[src/rtl/bchan_pkg.sv]
`timescale 1ns/1ps
package bchan_pkg;
  typedef enum logic {
    ORDER_MSB = 1'b0,
    ORDER_LSB = 1'b1
  } bit_order_e;

  localparam int unsigned DEF_SAMPLE_W = 8;
  localparam int unsigned DEF_SAMPLES  = 4;
endpackage

[src/rtl/bchan_bit_shifter.sv]
`timescale 1ns/1ps
module bchan_bit_shifter
  import bchan_pkg::*;
#(
  parameter int unsigned SAMPLE_W = DEF_SAMPLE_W
) (
  input  logic                clk,
  input  logic                rst,
  input  logic                bit_en,
  input  logic                slot_act,
  input  logic                lsb_first,
  input  logic                ser_in,
  output logic                samp_vld,
  output logic [SAMPLE_W-1:0] samp_data
);
  localparam int unsigned CW = $clog2(SAMPLE_W);
  localparam logic [CW-1:0] LAST_BIT = CW'(SAMPLE_W - 1);

  logic [SAMPLE_W-1:0] sh_q;
  logic [CW-1:0]       cnt_q;
  logic                take;
  logic [SAMPLE_W-1:0] sh_nxt;

  function automatic logic [SAMPLE_W-1:0] shift_in(
    input logic [SAMPLE_W-1:0] cur,
    input logic                d,
    input bit_order_e          ord
  );
    if (ord == ORDER_LSB) return {d, cur[SAMPLE_W-1:1]};
    return {cur[SAMPLE_W-2:0], d};
  endfunction

  assign take   = bit_en && slot_act;
  assign sh_nxt = shift_in(sh_q, ser_in, bit_order_e'(lsb_first));

  always_ff @(posedge clk) begin
    if (rst) begin
      sh_q      <= '0;
      cnt_q     <= '0;
      samp_vld  <= 1'b0;
      samp_data <= '0;
    end else begin
      samp_vld <= 1'b0;
      if (!slot_act) begin
        cnt_q <= '0;
      end else if (take) begin
        sh_q <= sh_nxt;
        if (cnt_q == LAST_BIT) begin
          cnt_q     <= '0;
          samp_vld  <= 1'b1;
          samp_data <= sh_nxt;
        end else begin
          cnt_q <= cnt_q + 1'b1;
        end
      end
    end
  end
endmodule

[src/rtl/bchan_word_packer.sv]
`timescale 1ns/1ps
module bchan_word_packer
  import bchan_pkg::*;
#(
  parameter int unsigned SAMPLE_W = DEF_SAMPLE_W,
  parameter int unsigned SAMPLES  = DEF_SAMPLES,
  localparam int unsigned WORD_W  = SAMPLE_W * SAMPLES
) (
  input  logic                clk,
  input  logic                rst,
  input  logic                samp_vld,
  input  logic [SAMPLE_W-1:0] samp_data,
  output logic                word_vld,
  output logic [WORD_W-1:0]   word_data
);
  localparam int unsigned ACC_W = WORD_W - SAMPLE_W;
  localparam int unsigned KW    = $clog2(SAMPLES);
  localparam logic [KW-1:0] LAST_SAMP = KW'(SAMPLES - 1);

  logic [ACC_W-1:0]  acc_q;
  logic [KW-1:0]     k_q;
  logic [WORD_W-1:0] merged;

  function automatic logic [WORD_W-1:0] append_sample(
    input logic [ACC_W-1:0]    acc,
    input logic [SAMPLE_W-1:0] s
  );
    return {acc, s};
  endfunction

  assign merged = append_sample(acc_q, samp_data);

  always_ff @(posedge clk) begin
    if (rst) begin
      acc_q     <= '0;
      k_q       <= '0;
      word_vld  <= 1'b0;
      word_data <= '0;
    end else begin
      word_vld <= 1'b0;
      if (samp_vld) begin
        acc_q <= merged[ACC_W-1:0];
        if (k_q == LAST_SAMP) begin
          k_q       <= '0;
          word_vld  <= 1'b1;
          word_data <= merged;
        end else begin
          k_q <= k_q + 1'b1;
        end
      end
    end
  end
endmodule

[src/rtl/bchan_host_hold.sv]
`timescale 1ns/1ps
module bchan_host_hold #(
  parameter int unsigned WORD_W = 32
) (
  input  logic              clk,
  input  logic              rst,
  input  logic              word_vld,
  input  logic [WORD_W-1:0] word_data,
  input  logic              rd_ack,
  output logic [WORD_W-1:0] word_out,
  output logic              irq,
  output logic              ovr
);
  logic lost_word;

  assign lost_word = word_vld && irq && !rd_ack;

  always_ff @(posedge clk) begin
    if (rst) begin
      word_out <= '0;
      irq      <= 1'b0;
      ovr      <= 1'b0;
    end else begin
      if (word_vld) word_out <= word_data;
      irq <= word_vld || (irq && !rd_ack);
      ovr <= lost_word || (ovr && !rd_ack);
    end
  end
endmodule

[src/rtl/bchan_rx_packer.sv]
`timescale 1ns/1ps
module bchan_rx_packer
  import bchan_pkg::*;
#(
  parameter int unsigned SAMPLE_W = DEF_SAMPLE_W,
  parameter int unsigned SAMPLES  = DEF_SAMPLES,
  localparam int unsigned WORD_W  = SAMPLE_W * SAMPLES
) (
  input  logic              clk,
  input  logic              rst,
  input  logic              bit_en,
  input  logic              slot_act,
  input  logic              lsb_first,
  input  logic              ser_in,
  input  logic              rd_ack,
  output logic [WORD_W-1:0] word_out,
  output logic              irq,
  output logic              ovr
);
  logic                samp_vld;
  logic [SAMPLE_W-1:0] samp_data;
  logic                word_vld;
  logic [WORD_W-1:0]   word_data;

  bchan_bit_shifter #(.SAMPLE_W(SAMPLE_W)) shifter_i (
    .clk(clk), .rst(rst), .bit_en(bit_en), .slot_act(slot_act),
    .lsb_first(lsb_first), .ser_in(ser_in),
    .samp_vld(samp_vld), .samp_data(samp_data)
  );

  bchan_word_packer #(.SAMPLE_W(SAMPLE_W), .SAMPLES(SAMPLES)) packer_i (
    .clk(clk), .rst(rst), .samp_vld(samp_vld), .samp_data(samp_data),
    .word_vld(word_vld), .word_data(word_data)
  );

  bchan_host_hold #(.WORD_W(WORD_W)) hold_i (
    .clk(clk), .rst(rst), .word_vld(word_vld), .word_data(word_data),
    .rd_ack(rd_ack), .word_out(word_out), .irq(irq), .ovr(ovr)
  );
endmodule

[config.mk]
export PLATFORM = sky130hd
export DESIGN_NAME = bchan_rx_packer
export DESIGN_NICKNAME = d
export VERILOG_FILES = /design/src/rtl/bchan_pkg.sv /design/src/rtl/bchan_bit_shifter.sv /design/src/rtl/bchan_word_packer.sv /design/src/rtl/bchan_host_hold.sv /design/src/rtl/bchan_rx_packer.sv
export SDC_FILE = /design/constraint.sdc
export NUM_CORES = 1
export LEC_CHECK = 0
export BUFFER_PORTS_ARGS = -buffer_cell sky130_fd_sc_hd__buf_2
export CAP_MARGIN = 20
export CORE_UTILIZATION = 25
export CTS_BUF_LIST = sky130_fd_sc_hd__clkbuf_16
export CTS_CLUSTER_DIAMETER = 100
export DETAILED_ROUTE_END_ITERATION = 12
export GPL_ROUTABILITY_DRIVEN = 0
export PLACE_DENSITY = 0.51
export SLEW_MARGIN = 20
export SYNTH_ARGS = -nofsm -noshare
export SYNTH_HDL_FRONTEND = slang
export SYNTH_SLANG_ARGS = --single-unit
[constraint.sdc]
create_clock -name clk -period 4.1 [get_ports clk]
set_input_delay 0.41 -clock clk [delete_from_list [all_inputs] [get_ports clk]]
set_output_delay 0.41 -clock clk [all_outputs]
set_load 0.02 [all_outputs]
==> impl_metrics.env, run 1 <==
export IMPL_outcome="complete, no violations"
export IMPL_nets=460
export IMPL_dieArea_um2=18100
export IMPL_cpPeakStageDelay_ns=1.04
export IMPL_cp_cell_sequence="or3b_1, a21oi_1"
export IMPL_ant_nets=0
export IMPL_final_layout_size_suffix_gt1_share_pct=21.3
export IMPL_antenna_found_initial=0
export IMPL_die_width_um=134
export IMPL_synth_seq_area_share_pct=51.6
export IMPL_rsz0062_at_grt="false"
export IMPL_cpMaxStageDelayCell="dfxtp_4"
export IMPL_wire_per_inst_um=12.6
export IMPL_critPathTopFamily="flip-flops"
export IMPL_yosys_area_top_type="dfxtp_1"
export IMPL_initial_core_util_pct=25.5
export IMPL_arrival_ns=2.00
export IMPL_crit_type="flop to flop"
export IMPL_core_area_um2=17200
export IMPL_pwr_share_clk_pct=52.2
export IMPL_place_inst=655
export IMPL_syn_avg_cell_area_um2=10.2
export IMPL_drt_iter0_drc=159
export IMPL_clk_latency_ns=0.41
export IMPL_synth_most_common_cell="dfxtp_1"
export IMPL_endpoint_kind="flop"
export IMPL_cts_buffers=17
export IMPL_cellPowerDensity_nw_per_um2=467
export IMPL_combPwrFrac_pct=2.0
export IMPL_skew_ns=0.00813
export IMPL_leakage_nw=1.88
export IMPL_cts_hold_buf=0
export IMPL_route_detailed_drc=0
export IMPL_maxSlewHeadroom_pct=30.4
export IMPL_clockRootBuffer="clkbuf_16"
export IMPL_grt_pass1_wl_um=14700
export IMPL_num_antenna_cells=0
export IMPL_maxSlewViolCount=0
export IMPL_grt_ovfl_total=0
export IMPL_cts_resized=0
export IMPL_fin_area_um2=5180
export IMPL_ioPinCount=41
export IMPL_grt_max_degree=93
export IMPL_finalSetupViolCount=0
export IMPL_ys_types=23
export IMPL_max_freq_mhz=602
export IMPL_internal_power_mw=1.92
export IMPL_netlist_area_um2=4380
export IMPL_synth_warning_count=0
export IMPL_tightest_slew_ns=1.04
export IMPL_row_count=48
export IMPL_drt_pass1_iterations=5
export IMPL_first_global_vias=2969
export IMPL_synth_seq_cells=113
export IMPL_synth_area_leaders="dfxtp_1 (52%), mux2i_1 (15%), a21bo_2 (7.3%)"
export IMPL_setup_tns_ns=0
export IMPL_synth_top_area_share_pct=51.6
export IMPL_ir_worst_vdd_mv=0.294
export IMPL_stdcell_count=685
export IMPL_cts_setup_buffers=0
export IMPL_synthFlopType="dfxtp_1"
export IMPL_port_buffers=40
export IMPL_synthArstFlopShare_pct=0
export IMPL_cts_clk_slew_worst_paths_ns=0.05
export IMPL_hold_viol=0
export IMPL_die_y_um=134
export IMPL_cp_required_ns=4.44
export IMPL_synth_edf_count=0
export IMPL_syn2layout_area_growth_pct=18.1
export IMPL_vias=2993
export IMPL_placed_area_um2=4670
export IMPL_drv_cap=0
export IMPL_crit_buf_inv=0
export IMPL_hold_path_class="input pin to flop"
export IMPL_syn_inst=430
export IMPL_finalCritPeriodShare_pct=40.5
export IMPL_clock_sinks=113
export IMPL_p_seq_share_pct=45.8
export IMPL_tritoncts="yes"
export IMPL_crit_fanout=92
export IMPL_cts_buffer_depth=2
export IMPL_track_usage_pct=10.5
export IMPL_fin_crit_ns=1.66
export IMPL_drt_total_wl_um=8650
export IMPL_synth_common_cells="dfxtp_1 (113), mux2i_1 (66), nor2_1 (59)"
export IMPL_viasPerCell=4.37
export IMPL_p_sw_mw=0.501
export IMPL_place_hpwl_um=5380
export IMPL_synth_nets=441
export IMPL_start_kind="flop"
export IMPL_h_tree_depth=4
export IMPL_p_sw_share_pct=20.7
[power groups by stage]
stage | clock network, mW | logic [mW] | registers (mW)
after detailed placement | 0 | 0.0479 | 1.13
after global placement | 0 | 0.0460 | 1.13
after CTS | 1.30 | 0.0481 | 1.11
after floorplan | 0 | 0.0382 | 1.13
final | 1.26 | 0.0474 | 1.11
after global routing | 1.36 | 0.0526 | 1.11
[path summary, 6_finish.rpt]
path,slack [ns],endpoint,cells past startpoint,from
worst max-delay path,2.44,packer_i.k_q[0],2,shifter_i.samp_vld
worst min-delay path,0.17,hold_i.ovr,2,rd_ack
worst max register to register,2.44,packer_i.k_q[0],2,shifter_i.samp_vld
worst min register to register,0.47,packer_i.word_data[25],2,packer_i.acc_q[17]
[layout by cell type, fill, tap and decap left out, drive strengths merged]
cell,count
mux2i,66
and3,1
a211oi,16
bufinv,1
clkinv,8
dfxtp,113
a21bo,32
nor3,1
clkbuf,17
nand3b,1
or3b,2
buf,41
nor2b,1
ha,4
nand3,32
inv,5
nand2b,5
nor2,59
nand2,1
a21oi,45
a31oi,8
and2,1
[flip-flops by register name, summed over array words and instances, names as in the netlist]
signal	flops
shifter_i.samp_data	8
shifter_i.cnt_q	3
hold_i.word_out	32
shifter_i.sh_q	8
packer_i.k_q	2
hold_i.ovr	1
shifter_i.samp_vld	1
packer_i.acc_q	24
packer_i.word_data	32
packer_i.word_vld	1
hold_i.irq	1
[worst reg2reg max path, stage by stage (launching register included)]
cell and delay, ns:
dfxtp_4 1.04, or3b_1 0.42, a21oi_1 0.12
[per-layer routing]
layer	up-vias	track usage [%]	wire length [µm]
met5	-	0	0
met4	0	5.43	178
met3	14	4.01	367
met2	42	16.3	3980
met1	1390	12.7	4130
li1	1547	-	-
[cells by family after synthesis]
| logic type | synth area share [%] |
|---|---|
| mux | 15.1 |
| flops | 51.6 |
| compound gates | 16.3 |
| fa+ha+maj | 1.14 |
| simple gates | 10.6 |
| buf+inv | 5.20 |
[metrics by stage]
step	util (%)	setup WS (ns)	hold slack (ns)	total power, mW
floorplan	-	2.69	0.443	1.17
global placement	27.1	2.25	0.456	1.18
detailed placement	27.2	2.32	0.466	1.18
CTS	30.1	2.44	0.145	2.46
global route	30.1	2.35	0.154	2.52
finish	30.1	2.44	0.166	2.42
[cell type report]
cell class	instances	area [µm²]
Tap cell	225	282
Timing Repair Buffer	41	210
Fill cell	1813	12000
Inverter	1	3.75
Sequential cell	113	2270
Clock buffer	17	425
Multi-Input combinational cell	275	1900
Clock inverter	13	81.3
(Power assumes the default switching activity.)
==> run 2: changes to the inputs <==
==> constraint.sdc (replaced) <==
create_clock -name clk -period 1.62 [get_ports clk]
set_input_delay 0.162 -clock clk [delete_from_list [all_inputs] [get_ports clk]]
set_output_delay 0.162 -clock clk [all_outputs]
set_load 0.02 [all_outputs]
==> impl_metrics.env, run 2 (synthesis results as in run 1) <==
export IMPL_outcome="complete, no violations"
export IMPL_num_antenna_cells=0
export IMPL_rsz0062_at_grt="false"
export IMPL_initial_core_util_pct=25.5
export IMPL_endpoint_kind="flop"
export IMPL_first_global_vias=2871
export IMPL_crit_type="flop to flop"
export IMPL_hold_viol=0
export IMPL_skew_ns=0.00619
export IMPL_arrival_ns=1.71
export IMPL_drt_total_wl_um=9090
export IMPL_grt_ovfl_total=0
export IMPL_layout_commonest_cell="dfxtp_1"
export IMPL_grt_pass1_wl_um=14800
export IMPL_cts_resized=0
export IMPL_nets=471
export IMPL_vias=3081
export IMPL_cts_hold_buf=1
export IMPL_clock_sinks=113
export IMPL_finalCritPeriodShare_pct=85.9
export IMPL_finalSetupViolCount=0
export IMPL_reg_top3="hold_i.word_out: 32 flops, packer_i.word_data: 32 flops, packer_i.acc_q: 24 flops"
export IMPL_drt_iter0_drc=141
export IMPL_maxSlewViolCount=0
export IMPL_clk_latency_ns=0.41
export IMPL_antenna_found_initial=0
export IMPL_ir_worst_vdd_mv=0.771
export IMPL_tritoncts="yes"
export IMPL_drv_cap=0
export IMPL_cts_clk_slew_worst_paths_ns=0.05
export IMPL_fin_crit_ns=1.39
export IMPL_setup_tns_ns=0
export IMPL_maxSlewHeadroom_pct=72.8
export IMPL_worst_slack_ns=0.228
export IMPL_detailedPlace_worstSlack_ns=0.219
export IMPL_final_layout_size_suffix_gt1_share_pct=23.6
export IMPL_h_tree_depth=4
export IMPL_timing_hold_ws_ns=0.161
export IMPL_cts_buffers=17
export IMPL_die_y_um=134
export IMPL_core_area_um2=17200
export IMPL_hold_path_class="input pin to flop"
export IMPL_crit_fanout=9
export IMPL_grt_max_degree=41
export IMPL_ioPinCount=41
export IMPL_syn2layout_area_growth_pct=20.8
export IMPL_track_usage_pct=10.8
export IMPL_port_buffers=40
export IMPL_place_hpwl_um=5900
export IMPL_route_detailed_drc=0
export IMPL_cp_required_ns=1.94
export IMPL_start_kind="flop"
export IMPL_wire_per_inst_um=13.1
export IMPL_place_inst=665
export IMPL_stdcell_count=696
export IMPL_cts_buffer_depth=2
export IMPL_drt_pass1_iterations=4
export IMPL_viasPerCell=4.43
export IMPL_ant_nets=0
export IMPL_dieArea_um2=18100
export IMPL_nFillCells=1795
export IMPL_cellPowerDensity_nw_per_um2=1140
export IMPL_cts_setup_buffers=0
export IMPL_max_freq_mhz=718
export IMPL_die_width_um=134
export IMPL_leakage_nw=1.95
export IMPL_clockRootBuffer="clkbuf_16"
export IMPL_tightest_slew_ns=0.407
export IMPL_layout_common_cells="dfxtp_1 (111), mux2i_1 (66), nor2_1 (59)"
export IMPL_row_count=48
-- run 2: layout make-up --
cell class                      count  area (µm²)  area share (%)
Clock buffer                       17         425            8.04
Clock inverter                     13        61.3            1.16
Inverter                            1        3.75          0.0709
Multi-Input combinational cell    275        1890            35.8
Sequential cell                   113        2270            42.8
Tap cell                          225         282            5.32
Timing Repair Buffer               52         358            6.76
-- run 2: per-stage QoR --
step,cell area (µm²),power (mW),util (%)
5_1_grt,5290,6.27,30.8
3_3_place_gp,4790,2.99,27.9
2_1_floorplan,4380,2.96,-
3_5_place_dp,4790,3.00,27.9
6_report,5290,6.02,30.8
4_1_cts,5290,6.11,30.8
-- run 2: per-layer routing --
layer	routed length [µm]	part of all wire, %	GRT usage [%]	vias up
li1	-	-	-	1572
met1	4370	48	13.0	1445
met2	4120	45	16.4	48
met3	383	4.2	4.16	16
met4	216	2.4	5.99	0
met5	0	0	0	-
-- run 2: worst paths after layout --
path / from / endpoint / slack, ns / depth (start not counted)
max: shifter_i.cnt_q[0] / shifter_i.samp_data[0] / 0.23 / 4
min: rst / hold_i.word_out[4] / 0.16 / 2
max reg2reg: shifter_i.cnt_q[0] / shifter_i.samp_data[0] / 0.23 / 4
min reg2reg: packer_i.acc_q[17] / packer_i.word_data[25] / 0.47 / 2
-- run 2: report_power, final --
group,total (mW),internal (mW),switching (mW)
Sequential,2.81,2.80,0.0103
Clock,3.07,1.87,1.20
Combinational,0.137,0.0459,0.0915
-- run 2: worst max-delay path, cell delays in order, from the launching register on --
cell and delay (ns):
dfxtp_1 0.32, ha_1 0.22, ha_1 0.21, and3_1 0.27, a211oi_1 0.29
